### config.mk
export PLATFORM = sky130hd
export DESIGN_NAME = sdram_chk_control
export DESIGN_NICKNAME = d
export VERILOG_FILES = /design/src/rtl/sdram_chk_pkg.sv /design/src/rtl/sdram_chk_control.sv
export SDC_FILE = /design/constraint.sdc
export NUM_CORES = 1
export LEC_CHECK = 0
export BUFFER_PORTS_ARGS = -buffer_cell sky130_fd_sc_hd__buf_2
export CAP_MARGIN = 5
export CORE_MARGIN = 2
export CORE_UTILIZATION = 47
export DETAILED_ROUTE_END_ITERATION = 6
export HOLD_SLACK_MARGIN = 0.02
export PLACE_DENSITY = 0.74
export SYNTH_ARGS = -nofsm -noshare
export SYNTH_HDL_FRONTEND = slang
export SYNTH_SLANG_ARGS = --single-unit
### constraint.sdc
create_clock -name clk -period 1.4 [get_ports clk]
set_input_delay 0.14 -clock clk [delete_from_list [all_inputs] [get_ports clk]]
set_output_delay 0.14 -clock clk [all_outputs]
set_load 0.03 [all_outputs]
### src/rtl/sdram_chk_pkg.sv
package sdram_chk_pkg;

  typedef enum logic [2:0] {
    CMD_NOP, CMD_ACT, CMD_RD, CMD_WR, CMD_BST, CMD_PRE, CMD_REF, CMD_MRS
  } cmd_e;

  typedef enum logic [1:0] {
    BK_IDLE, BK_OPEN, BK_BURST, BK_BURST_AP
  } bank_e;

  typedef enum logic [2:0] {
    ERR_NONE      = 3'd0,
    ERR_MRS_BUSY  = 3'd1,
    ERR_MRD_WAIT  = 3'd2,
    ERR_REF_BUSY  = 3'd3,
    ERR_AP_LOCK   = 3'd4,
    ERR_BANK_IDLE = 3'd5,
    ERR_ACT_OPEN  = 3'd6
  } err_e;

  typedef struct packed {
    logic loadMrd;
    logic loadBurst;
    logic flagErr;
    err_e errCode;
  } strobe_t;

endpackage

### src/rtl/sdram_chk_control.sv
module sdram_chk_control
  import sdram_chk_pkg::*;
#(
  parameter int BA_W = 1
) (
  input  logic                    clk,
  input  logic                    rstN,
  input  cmd_e                    cmd,
  input  logic [BA_W-1:0]         ba,
  input  logic                    addrAp,
  input  logic                    mrdBusy,
  input  logic                    burstDone,
  output strobe_t                 strb,
  output logic [(1<<BA_W)-1:0]    bankOpen
);

  localparam int NUM_BANKS = 1 << BA_W;

  bank_e bankSt  [NUM_BANKS];
  bank_e bankNxt [NUM_BANKS];
  logic  allIdle;
  logic  anyAp;

  always_comb begin
    allIdle = 1'b1;
    anyAp   = 1'b0;
    for (int i = 0; i < NUM_BANKS; i++) begin
      if (bankSt[i] != BK_IDLE)     allIdle = 1'b0;
      if (bankSt[i] == BK_BURST_AP) anyAp   = 1'b1;
    end
  end

  always_comb begin
    bankNxt      = bankSt;
    strb         = '0;
    strb.errCode = ERR_NONE;

    // natural burst end
    if (burstDone) begin
      for (int i = 0; i < NUM_BANKS; i++) begin
        if (bankSt[i] == BK_BURST)    bankNxt[i] = BK_OPEN;
        if (bankSt[i] == BK_BURST_AP) bankNxt[i] = BK_IDLE;
      end
    end

    if (cmd != CMD_NOP && mrdBusy) begin
      strb.flagErr = 1'b1;
      strb.errCode = ERR_MRD_WAIT;
    end else begin
      unique case (cmd)
        CMD_MRS: begin
          if (!allIdle) begin
            strb.flagErr = 1'b1;
            strb.errCode = ERR_MRS_BUSY;
          end else begin
            strb.loadMrd = 1'b1;
          end
        end
        CMD_REF: begin
          if (!allIdle) begin
            strb.flagErr = 1'b1;
            strb.errCode = ERR_REF_BUSY;
          end
        end
        CMD_ACT: begin
          if (bankSt[ba] != BK_IDLE) begin
            strb.flagErr = 1'b1;
            strb.errCode = ERR_ACT_OPEN;
          end else begin
            bankNxt[ba] = BK_OPEN;
          end
        end
        CMD_RD, CMD_WR: begin
          if (anyAp) begin
            strb.flagErr = 1'b1;
            strb.errCode = ERR_AP_LOCK;
          end else if (bankSt[ba] == BK_IDLE) begin
            strb.flagErr = 1'b1;
            strb.errCode = ERR_BANK_IDLE;
          end else begin
            strb.loadBurst = 1'b1;
            for (int i = 0; i < NUM_BANKS; i++) begin
              if (BA_W'(i) == ba)
                bankNxt[i] = addrAp ? BK_BURST_AP : BK_BURST;
              else if (bankNxt[i] == BK_BURST)
                bankNxt[i] = BK_OPEN;
            end
          end
        end
        CMD_PRE: begin
          if (addrAp) begin
            for (int i = 0; i < NUM_BANKS; i++) bankNxt[i] = BK_IDLE;
          end else begin
            bankNxt[ba] = BK_IDLE;
          end
        end
        CMD_BST: begin
          for (int i = 0; i < NUM_BANKS; i++) begin
            if (bankSt[i] == BK_BURST)    bankNxt[i] = BK_OPEN;
            if (bankSt[i] == BK_BURST_AP) bankNxt[i] = BK_IDLE;
          end
        end
        default: ;
      endcase
    end
  end

  always_ff @(posedge clk) begin
    for (int i = 0; i < NUM_BANKS; i++) begin
      if (!rstN) bankSt[i] <= BK_IDLE;
      else       bankSt[i] <= bankNxt[i];
    end
  end

  for (genvar g = 0; g < NUM_BANKS; g++) begin : g_open
    assign bankOpen[g] = (bankSt[g] != BK_IDLE);
  end

  AST_MRS_LEAVES_IDLE: assert property (@(posedge clk) disable iff (!rstN)
    strb.loadMrd |=> allIdle);
  AST_AP_BLOCKS_BURST: assert property (@(posedge clk) disable iff (!rstN)
    anyAp |-> !strb.loadBurst);

endmodule

* Word-level counts from Yosys, hierarchy flattened
Index checks and enable logic that the tools add are counted.
** Operators by class
- Mux-type cells :: 42
- Shift operators :: 0
- Equality and inequality tests :: 13
- Reductions and logical operators :: 8
- Bitwise logic cells :: 6
- Multiply operators :: 0
- $add $sub $neg :: 0
- Divide/modulo/power cells :: 0
- Magnitude comparators :: 2
** Operators with widths (count)
- 2-to-1 mux 4 bit :: 12
- 2-to-1 mux 2 bit :: 17
- case mux 4 bit (4 select lines) :: 2
- == test 2 bit, second input constant :: 6
- == test 3 bit, second input constant :: 4
- 2-to-1 mux 1 bit :: 10
- == test 3 x 2 -> 1 bit, second input constant :: 2
- nonzero test 2 bit :: 3
- bitwise AND 4 bit :: 1
- NOT 4 bit :: 1
- == test 3 x 1 -> 1 bit, second input constant :: 1
- nonzero test 3 bit :: 1
- bitwise AND 2 bit :: 1
- demux 2 bit (select 1 bit) :: 1
- >= comparator 2 bit, second input constant :: 1
- logical AND 1 bit :: 2
- logical NOT 2 bit :: 1
- < comparator 2 x 1 -> 1 bit, second input constant :: 1
- NOT 1 -> 2 bit :: 1
- NOT 2 bit :: 1
- bitwise OR 2 bit :: 1
- OR reduction 2 bit :: 1
** Word-level totals
- Bits in read-only memories :: 0
- Output and inout bits :: 8
- Input bits :: 9
- Latch bits :: 0
- Bits in writable memories :: 0
- Logic and storage cells :: 73
- Bits in registers :: 4
- Memories :: 0

* Longest topological paths before layout
- Word-level depth :: 11
- Mapped depth :: 7
- Gate-level depth less buffers :: 7

* Worst setup path before layout
No wires, ideal clock.
- Path kind :: flip-flop to output port
- From :: reg bankSt[0] (netlist bit)
- To :: out strb[0] (netlist bit)
- Arrival time :: 1818 ps
- Data required time :: 1260 ps
- Cell stages (with the launch flop) :: 5
- Slack :: -558 ps
- Cells stage by stage :: dfxtp_1 > ha_1 > nor4b_2 > o21ai_0 > a221oi_1
** RTL lines
- from (decl) :: line sdram_chk_control.sv:19 : bank_e bankSt [NUM_BANKS];
- from (signal, indexed assignment) :: line sdram_chk_control.sv:111 : else bankSt[i] <= bankNxt[i];
- to (decl) :: line sdram_chk_control.sv:13 : output strobe_t strb,

==> impl_metrics.toml <==
[placed_design]
dp_hpwl_mm = 1.862
place_congestion = 0.8804
preCtsSetupSlack_ns = -0.1672
port_buffers = 16

[synth]
yosys.area_share.simple_pct = 32.87
synth_nets = 116
synth-xor-area-share_pct = 0
ys.warnings.count = 0
netlist_instances = 100
synth-seq-cells = 4
synth_fa_ha_area_share_pct = 12.24
async_flop_share_pct = 0
synth_top_family_by_area = "compound AO/OA/AOI/OAI gates"
synth_edf_count = 0
avgSynthCellArea_um2 = 7.157
netlist_area_um2 = 715.7
synth_compound_area_share_pct = 34.09
synth_seq_area_share_pct = 11.19
synth.distinct_cells = 44
synth_top_flop_cell = "dfxtp_1"
synthMuxAreaShare_pct = 1.399

[floorplanning]
io_pins = 17
die_width_um = 43.02
start_util_pct = 48.64
row_count = 14
dieHeight_um = 43.02
core-area_mm2 = 0.001471
dieArea_mm2 = 0.001851

[sta]
maxSlewHeadroom_pct = 76.16
setup_viol = 10
clock.fmax_ghz = 0.5641
skew_ns = 0.004148
slew_viol_final = 0
rsz0062_at_grt = "true"
period_needed_ns = 1.773
final_hold_viol_count = 0
hold_slack_ns = 0.1823
fin_ws_ns = -0.3729
period_share_pct = 126.6
worst_pin_slew_ns = 0.3539

[setup_path]
rr_startpoint = "bankSt[0]"
cp_max_fo = 5
cpPeakStageDelay_ns = 0.36
crit_path_start = "bankSt[0]"
cp-start-kind = "register"
reg2reg_to = "bankSt[1]"
reg2reg_slack_ns = -0.30
critical_path_class = "reg2out"
critPathCaptureType = "output pin"
crit_slowest_cell = "dfxtp_4"
crit_required_ns = 1.26
reg2regPathDepth = 8
crit_path_cell_trace = "ha_4 > nor4b_4 > o21ai_2 > a221oi_4 > buf_6"
critical_path_arrival_ns = 1.63

[global_routing]
grt_pass1_vias = 833
grt_pass1_wl_mm = 3.836
gr-total-overflow = 0
track_usage_pct = 28.14
antenna_found_initial = 0
grt_max_degree = 12

[power]
powerDensity_mw_per_mm2 = 455.9
ir_drop_mv = 0.4726
p_leak_nw = 0.5141

[clock_network]
cts_tree = "done"
htree_levels = 1
cts.clk_slew.worst_paths_ns = 0.04
cts_root_buffer = "clkbuf_4"
clockBufferDepth = 2
cts.sinks = 4
clk_latency_ns = 0.24
cts_hold_buf = 0
cts_buffers = 3

[routing]
via_per_inst = 6.149
first_pass_iters = 4
drtIter0Drc = 56
wl_per_cell_um = 16.10
wl_met2_mm = 1.288
dr_wl_met3_um = 168
postRouteAntennaNets = 0
drc = 0
vias = 947
routed_wirelength_mm = 2.479
met1_length_um = 997
top_layer = "met4"

[hold_path]
min_from = "rstN"
holdPathEnd = "bankSt[1]"
whs_path_depth = 3
hp-class = "in2reg"

[final_layout]
largest_reg_flops = 4
mostFrequentLayoutCells = "buf_4, buf_2, nor2_1"
reg.largest.list = "bankSt: 4 flops"
drive_gt1_share_pct = 57.97
final_common_cell = "buf_4"
layout.nets = 155
insertedDiodeCount = 0
syn2layout_area_growth_pct = 73.43
regMostFlops = "bankSt"

[run_status]
failed_checks = "negative setup slack"
status = "complete, but fails checks"

[run]
max_cap_viol_count = 0
final cells by class:
class,count,area (µm²)
multi-input cells,83,782.0
repair buffers,40,291.5
fillers,89,230.2
flip-flops and latches,4,95.09
clock buffers,4,26.28
inverters,7,26.28
well taps,16,20.02
report_power, final:
part	switching (mW)	internal, mW	total (mW)
clock	0.0549	0.107	0.162
combinational	0.160	0.127	0.288
sequential	0.00475	0.111	0.116
total	0.220	0.346	0.566
stage by stage:
stage | setup TNS [ns] | utilization (%) | instances | instance area, µm² | power (mW)
floorplan | -0.4137 | - | 100 | 829.5 | 0.2775
global placement | -0.9502 | 71.17 | 146 | 1047 | 0.3580
detailed placement | -1.133 | 71.17 | 146 | 1047 | 0.3637
CTS | -2.352 | 77.30 | 152 | 1137 | 0.5422
global route | -3.403 | 84.35 | 154 | 1241 | 0.5939
finish | -2.752 | 84.35 | 154 | 1241 | 0.5659
synth_stat cells (2+ instances only):
master / number / area (µm²)
buf_2: 4 / 20.02
nor4b_1: 2 / 17.52
o211ai_1: 4 / 30.03
a21oi_1: 3 / 15.01
o22ai_1: 2 / 12.51
nand2b_1: 3 / 18.77
and2_1: 2 / 12.51
ha_1: 7 / 87.58
o21ai_0: 8 / 40.04
nand2_1: 6 / 22.52
a32o_1: 2 / 20.02
dfxtp_1: 4 / 80.08
nor3_1: 5 / 25.02
inv_1: 7 / 26.28
nor2_1: 10 / 37.54
nand3_1: 3 / 15.01
critical path, delay by kind of cell, from the launching register on:
family | cells | cell delay [ns]
buffers and inverters | 1 | 0.16
AND/OR/NAND/NOR | 1 | 0.31
adder cells (fa/ha/maj) | 1 | 0.17
flip-flops | 1 | 0.36
AO/OA/AOI/OAI | 2 | 0.39
worst max path at each step:
stage	endpoint	slack [ns]	cells after the start
5_1_grt	strb[0]	-0.43	5
3_3_place_gp	bankSt[1]	-0.15	7
4_1_cts	strb[0]	-0.36	5
2_1_floorplan	strb[0]	-0.09	4
6_report	strb[0]	-0.37	5
3_5_place_dp	bankSt[2]	-0.17	7
routing by layer:
layer / GRT usage (%) / up-vias
met5: 0 / -
met4: 12.73 / 0
met3: 2.553 / 3
met2: 45.76 / 47
met1: 37.37 / 440
li1: - / 457
cell families after synthesis:
group,Yosys count
adder cells (fa/ha/maj),7
buffers and inverters,13
AO/OA/AOI/OAI,34
flip-flops,4
multiplexers,1
AND/OR/NAND/NOR,41
timing repair:
| action | CTS | global route |
|---|---|---|
| cloned | 0 | 0 |
| pin swaps | 2 | 0 |
| buffers inserted | 2 | 2 |
| resized for setup | 12 | 20 |
| endpoints found under the setup margin | 10 | 10 |
(Power assumes the default switching activity.)
